<file path="config.mk">
export PLATFORM = sky130hd
export DESIGN_NAME = rtc_regif
export DESIGN_NICKNAME = d
export VERILOG_FILES = /design/src/rtl/rtc_regif_pkg.sv /design/src/rtl/rtc_regif_port.sv /design/src/rtl/rtc_regif_ram.sv /design/src/rtl/rtc_regif_ctrl.sv /design/src/rtl/rtc_regif.sv
export SDC_FILE = /design/constraint.sdc
export NUM_CORES = 2
export LEC_CHECK = 0
export BUFFER_PORTS_ARGS = -buffer_cell sky130_fd_sc_hd__buf_2
export CAP_MARGIN = 20
export CORE_AREA = 2 2 336 305
export DETAILED_ROUTE_END_ITERATION = 8
export DIE_AREA = 0 0 338 307
export PLACE_DENSITY = 0.74
export REMOVE_ABC_BUFFERS = 1
export SLEW_MARGIN = 20
export SYNTH_ARGS = -nofsm -noshare
export SYNTH_HDL_FRONTEND = slang
export SYNTH_HIERARCHICAL = 1
export SYNTH_SLANG_ARGS = --single-unit
</file>
<file path="constraint.sdc">
create_clock -name clk -period 4.5 [get_ports clk]
set_clock_uncertainty 0.1 [all_clocks]
set_input_delay 0.45 -clock clk [delete_from_list [all_inputs] [get_ports clk]]
set_output_delay 0.45 -clock clk [all_outputs]
set_load 0.05 [all_outputs]
</file>
<file path="src/rtl/rtc_regif_pkg.sv">
package rtc_regif_pkg;
    localparam int IDX_CTLA = 10;
    localparam int IDX_CTLB = 11;
    localparam int IDX_STAT = 12;
    localparam int IDX_VALID = 13;
    localparam int NUM_TIME = 10;

    localparam logic [7:0] CTLA_RST  = 8'h26;
    localparam logic [7:0] CTLB_RST  = 8'h02;
    localparam logic [7:0] STAT_RST  = 8'h00;
    localparam logic [7:0] VALID_VAL = 8'h80;

    typedef enum logic [1:0] {
        S_RUN    = 2'd0,
        S_HOLD   = 2'd1,
        S_RELOAD = 2'd2
    } hold_state_e;
endpackage

</file>
<file path="src/rtl/rtc_regif_port.sv">
module rtc_regif_port #(
    parameter int DW = 8,
    parameter int AW = 7
) (
    input  logic          clk,
    input  logic          rst_n,
    input  logic          stb,
    input  logic          we,
    input  logic          sel,
    input  logic [DW-1:0] wdata,
    input  logic [DW-1:0] rd_value,
    output logic [AW-1:0] cur_idx,
    output logic          dat_wr,
    output logic          dat_rd,
    output logic [DW-1:0] rdata
);
    logic [DW-1:0] idx_q;

    always_ff @(posedge clk or negedge rst_n) begin
        if (!rst_n) begin
            idx_q <= '0;
            rdata <= '0;
        end else if (stb) begin
            if (we && !sel) idx_q <= wdata;
            if (!we)        rdata <= sel ? rd_value : idx_q;
        end
    end

    assign cur_idx = idx_q[AW-1:0];
    assign dat_wr  = stb && we && sel;
    assign dat_rd  = stb && !we && sel;
endmodule

</file>
<file path="src/rtl/rtc_regif_ram.sv">
module rtc_regif_ram #(
    parameter int DW = 8,
    parameter int AW = 7
) (
    input  logic          clk,
    input  logic          wr_en,
    input  logic [AW-1:0] wr_idx,
    input  logic [DW-1:0] wr_data,
    input  logic          upd_we,
    input  logic [AW-1:0] upd_idx,
    input  logic [DW-1:0] upd_data,
    input  logic          hold,
    input  logic [AW-1:0] rd_idx,
    output logic [DW-1:0] rd_data
);
    import rtc_regif_pkg::*;
    localparam int DEPTH = 1 << AW;

    logic [DW-1:0] mem [DEPTH];
    logic          upd_ok;

    always_comb begin
        unique case (int'(upd_idx))
            0, 2, 4, 6, 7, 8, 9: upd_ok = upd_we && !hold;
            default:             upd_ok = 1'b0;
        endcase
    end

    always_ff @(posedge clk) begin
        if (upd_ok) mem[upd_idx] <= upd_data;
        if (wr_en)  mem[wr_idx]  <= wr_data;
    end

    assign rd_data = mem[rd_idx];
endmodule

</file>
<file path="src/rtl/rtc_regif_ctrl.sv">
module rtc_regif_ctrl #(
    parameter int DW = 8,
    parameter int AW = 7
) (
    input  logic          clk,
    input  logic          rst_n,
    input  logic          dat_wr,
    input  logic          dat_rd,
    input  logic [AW-1:0] idx,
    input  logic [DW-1:0] wdata,
    input  logic          uip_set,
    input  logic          uip_clr,
    input  logic [2:0]    flag_set,
    output logic [DW-1:0] reg_a,
    output logic [DW-1:0] reg_b,
    output logic [DW-1:0] reg_c,
    output logic [DW-1:0] reg_d,
    output logic          reload_req
);
    import rtc_regif_pkg::*;

    hold_state_e state_q, state_d;
    logic        wr_a, wr_b, wr_time, rd_c, set_on, set_off;
    logic [DW-1:0] c_post;

    assign wr_a    = dat_wr && int'(idx) == IDX_CTLA;
    assign wr_b    = dat_wr && int'(idx) == IDX_CTLB;
    assign wr_time = dat_wr && int'(idx) < NUM_TIME && !reg_b[7];
    assign rd_c    = dat_rd && int'(idx) == IDX_STAT;
    assign set_on  = wr_b && wdata[7];
    assign set_off = wr_b && !wdata[7] && reg_b[7];

    // next-state
    always_comb begin
        state_d = state_q;
        unique case (state_q)
            S_RUN: begin
                if (set_on)       state_d = S_HOLD;
                else if (wr_time) state_d = S_RELOAD;
            end
            S_HOLD: begin
                if (set_off)      state_d = S_RELOAD;
            end
            S_RELOAD: begin
                if (set_on)       state_d = S_HOLD;
                else if (wr_time) state_d = S_RELOAD;
                else              state_d = S_RUN;
            end
            default:              state_d = S_RUN;
        endcase
    end

    // state register
    always_ff @(posedge clk or negedge rst_n) begin
        if (!rst_n) state_q <= S_RUN;
        else        state_q <= state_d;
    end

    // outputs
    always_comb begin
        reload_req = (state_q == S_RELOAD);
    end

    always_comb begin
        c_post = rd_c ? '0 : reg_c;
        if (|flag_set) c_post = c_post | {1'b1, flag_set, 4'b0000};
    end

    always_ff @(posedge clk or negedge rst_n) begin
        if (!rst_n) begin
            reg_a <= CTLA_RST;
            reg_b <= CTLB_RST;
            reg_c <= STAT_RST;
        end else begin
            if (wr_a) reg_a[6:0] <= wdata[6:0];
            if (set_on)                      reg_a[7] <= 1'b0;
            else if (uip_set && !reg_b[7])   reg_a[7] <= 1'b1;
            else if (uip_clr)                reg_a[7] <= 1'b0;
            if (wr_b) reg_b <= set_on ? (wdata & 8'hEF) : wdata;
            reg_c <= c_post;
        end
    end

    assign reg_d = VALID_VAL;
endmodule

</file>
<file path="src/rtl/rtc_regif.sv">
module rtc_regif #(
    parameter int DW = 8,
    parameter int AW = 7
) (
    input  logic          clk,
    input  logic          rst_n,
    input  logic          bus_stb,
    input  logic          bus_we,
    input  logic          bus_sel,
    input  logic [DW-1:0] bus_wdata,
    output logic [DW-1:0] bus_rdata,
    input  logic          upd_we,
    input  logic [AW-1:0] upd_idx,
    input  logic [DW-1:0] upd_data,
    input  logic          uip_set,
    input  logic          uip_clr,
    input  logic [2:0]    flag_set,
    output logic [3:0]    rate_sel,
    output logic [2:0]    div_sel,
    output logic          pie,
    output logic          aie,
    output logic          uie,
    output logic          set_mode,
    output logic          bin_mode,
    output logic          h24_mode,
    output logic          uip,
    output logic          reload_req,
    output logic          irq
);
    import rtc_regif_pkg::*;

    logic [AW-1:0] cur_idx;
    logic          dat_wr, dat_rd;
    logic [DW-1:0] rd_value, ram_rd;
    logic [DW-1:0] reg_a, reg_b, reg_c, reg_d;

    rtc_regif_port #(.DW(DW), .AW(AW)) port_i (
        .clk(clk), .rst_n(rst_n), .stb(bus_stb), .we(bus_we), .sel(bus_sel),
        .wdata(bus_wdata), .rd_value(rd_value), .cur_idx(cur_idx),
        .dat_wr(dat_wr), .dat_rd(dat_rd), .rdata(bus_rdata)
    );

    rtc_regif_ram #(.DW(DW), .AW(AW)) ram_i (
        .clk(clk), .wr_en(dat_wr), .wr_idx(cur_idx), .wr_data(bus_wdata),
        .upd_we(upd_we), .upd_idx(upd_idx), .upd_data(upd_data),
        .hold(reg_b[7]), .rd_idx(cur_idx), .rd_data(ram_rd)
    );

    rtc_regif_ctrl #(.DW(DW), .AW(AW)) ctrl_i (
        .clk(clk), .rst_n(rst_n), .dat_wr(dat_wr), .dat_rd(dat_rd),
        .idx(cur_idx), .wdata(bus_wdata), .uip_set(uip_set), .uip_clr(uip_clr),
        .flag_set(flag_set), .reg_a(reg_a), .reg_b(reg_b), .reg_c(reg_c),
        .reg_d(reg_d), .reload_req(reload_req)
    );

    always_comb begin
        unique case (int'(cur_idx))
            IDX_CTLA:  rd_value = reg_a;
            IDX_CTLB:  rd_value = reg_b;
            IDX_STAT:  rd_value = reg_c;
            IDX_VALID: rd_value = reg_d;
            default:   rd_value = ram_rd;
        endcase
    end

    assign rate_sel = reg_a[3:0];
    assign div_sel  = reg_a[6:4];
    assign uip      = reg_a[7];
    assign set_mode = reg_b[7];
    assign pie      = reg_b[6];
    assign aie      = reg_b[5];
    assign uie      = reg_b[4];
    assign bin_mode = reg_b[2];
    assign h24_mode = reg_b[1];
    assign irq      = reg_c[7];
endmodule

</file>
==> results by group <==
Timing
  – Final setup TNS: 0 ps
  – Min Tclk post-route: 4120 ps
  – Final Max Tran Viols: 0
  – Final hold vios: 0
  – RSZ-0062 raised after global routing: false
  – Final Setup Violations: 0
  – Final Cycle Share: 0.917
  – Rel. slew slack: 0.256
  – Worst Tran Pin Value: 1120 ps
  – WHS: 168 ps
  – Fmax: 242 MHz

CTS
  – Root buf cell: clkbuf_16
  – TritonCTS buffer count: 110
  – Clk_lat worst skew: 710 ps
  – CTS tree: built
  – # Post-CTS Setup Buffers: 0
  – Htree depth: 3
  – Maximum clock insertion buffer count: 3
  – CTS clk-pin slew, worst paths: 70 ps
  – Clock sinks: 1062

Routing
  – DRC: 0
  – Antenna Nets Post-Route: 0
  – Mean routed wirelength per cell: 31.0 um
  – Vias: 30392
  – Final wirelength: 142000 um
  – Drt pass-1 iters: 5
  – Vias per cell: 6.62
  – Initial DRC count: 3365

Cells and area
  – Antenna cells: 0
  – Register Area: 31700 um2
  – NumNets Final: 3170
  – Multi-input gate area: 21300 um2
  – Share of cells above drive strength 1: 0.559
  – Layout fillers: 7166
  – Commonest non-fill, non-tap cells in the layout: mux2_2 (1070), edfxtp_1 (1024), mux4_2 (336)
  – Most common cell after layout, fill and taps aside: mux2_2
  – Syn-to-layout area delta: 9.86%

Synth
  – Largest family of logic cells by synthesized area: multiplexers
  – Post-synth cell types: 51
  – Synth Area in XOR/XNOR: 0.000297
  – Synth area leader: edfxtp_1
  – Synth top area share: 0.562
  – Complex-gate fraction of the synthesized area: 0.00466
  – Post-Syn Area per Cell: 17.2 um2
  – Top cells by area, synth: edfxtp_1 (56%), mux2_2 (22%), mux4_2 (14%)
  – Post-Synthesis Cells: 3176
  – Post-synthesis mux area share: 0.363
  – Synthesized flop and latch total: 1062
  – Cell Area, Synth: 54700 um2
  – Sequential-to-total area share from yosys stat: 0.579
  – Post-synth EDFFs: 1024
  – Synth warn: 6
  – Asr flop ratio synth: 0.0358
  – Prevailing post-synth register cell: edfxtp_1
  – Adder-cell share of the synthesized area: 0
  – Simple-gate portion of the synthesized area: 0.0196

Floorplan
  – DIE HEIGHT: 307 um
  – Die extent in x: 338 um
  – Core area: 101000 um2
  – Die Footprint: 104000 um2
  – Starting Density: 0.544
  – Cell Rows: 111
  – I/O pins: 58

Setup path
  – Worst-path maximum fanout: 17
  – Crit-path slowest cell: dfrtp_4
  – Setup crit end: port_i/rdata[2]
  – Critical path, cell by cell: buf_12 > buf_4 > mux4_2 > mux4_2 > mux4_2 > mux2_2 > a21oi_1 > a21oi_1 > mux2_4 > mux2_4
  – CP arrival: 4610 ps
  – RR Endpoint: port_i/rdata[2]
  – Worst setup EP type: flip-flop
  – Most used cell, CP: mux4_2
  – Setup slack, reg-to-reg: 380 ps
  – CP peak stage delay: 620 ps
  – Worst r2r src: port_i/idx_q[0]
  – Critical Setup Path Class: flip-flop to flip-flop
  – CP Data Required Time: 4980 ps
  – R2R cell count: 10
  – Setup crit start: port_i/idx_q[0]
  – Critical path launch point type: flip-flop

Placed design
  – Dpl hpwl: 87500 um
  – Port bufs: 57
  – Routability cong.: 0.867

GRT
  – GRT overflow: 0
  – Largest net degree at the start of global routing: 132
  – All-Layer GR Usage: 0.277
  – First-pass GRT wire length: 210000 um
  – Initial antenna violation count: 8
  – Vias in the first global route: 30800

Run status
  – Status: complete, no violations

Run
  – Max cap viols: 0

Hold path
  – Worst hold path type: primary input to flip-flop
  – Hold depth: 5

Power and ir drop
  – Pwr dens: 405 nW/um2
  – Peak VDD IR: 0.000386 V
  – P_leak: 0.0201 uW
timing repair:
action | in CTS | in global routing
resized for setup | 0 | 0
hold buffers | 6 | 0
hold endpoints to repair | 39 | 0
worst max-delay path, delay by kind of cell (launching register included):
family / cells / cell delay [ps]
muxes: 6 / 2500
buffers and inverters: 2 / 500
AOI/OAI and AO/OA: 2 / 230
DFF: 1 / 620
cell families (layout without fill, tap and decap cells):
| kind of cell | Yosys count | count (layout) |
|---|---|---|
| xor+xnor | 1 | 1 |
| flops | 1062 | 1062 |
| other cells | 2 | 12 |
| mux | 1423 | 1423 |
| buf+inv | 434 | 480 |
| simple gates | 216 | 216 |
| compound gates | 38 | 38 |
metrics by stage:
step	instance area [um2]	util	worst slack, ps	cells	total power [uW]
after floorplan	53300	-	-12340	2830	14700
after global placement	56600	0.562	450	4374	15500
after detailed placement	56600	0.562	453	4374	15500
after CTS	60100	0.597	413	4588	24400
after global routing	60100	0.597	332	4588	25000
final	60100	0.597	376	4588	24400
worst min-delay path by stage:
stage                         start  slack (ps)               to
finish                       bus_we         170  ctrl_i/reg_c[6]
global route                 bus_we         160  ctrl_i/reg_c[6]
CTS                          bus_we         110  ctrl_i/reg_c[6]
detailed placement  ctrl_i/reg_c[6]         380  ctrl_i/reg_c[6]
global placement    ctrl_i/reg_c[4]         360  ctrl_i/reg_c[4]
floorplan                     rst_n          50  ctrl_i/reg_a[0]
where the power goes:
part | total [uW] | switching, uW | internal (uW)
clock | 8980 | 3960 | 5020
combinational | 4280 | 2280 | 2000
sequential | 11100 | 183 | 10900
total | 24400 | 6430 | 17900
registers in the layout (all words and copies together) (netlist names):
signal	count
ctrl_i/state_q	2
port_i/rdata	8
port_i/idx_q	8
ram_i/mem	1024
ctrl_i/reg_b	8
ctrl_i/reg_c	4
ctrl_i/reg_a	8
cell usage after synthesis (all sizes together), types with 4 or more instances:
cell    number
a21oi       17
mux4       336
nand3b       4
edfxtp    1024
nor2b       12
nor2        53
buf         79
inv         78
mux2      1086
nand2b       8
dfrtp       34
nor3        12
and2         4
dfstp        4
nand2       96
nand4b       4
a32oi        8
nor4         7
nand3        6
clkbuf     277
layer usage:
layer	GRT usage	vias up	share of wire
met5	0	-	0.000084
met4	0.0717	2	0.027
met3	0.0671	223	0.098
met2	0.433	1547	0.47
met1	0.391	16097	0.40
li1	-	12523	-
cell type report:
class,instances,area share
Timing Repair Buffer,194,0.0270
Clock inverter,81,0.0114
Multi-Input combinational cell,1690,0.354
Inverter,78,0.00487
Tap cell,1356,0.0282
Clock buffer,127,0.0468
Sequential cell,1062,0.527
No activity file was read; power rests on OpenSTA's default activity.
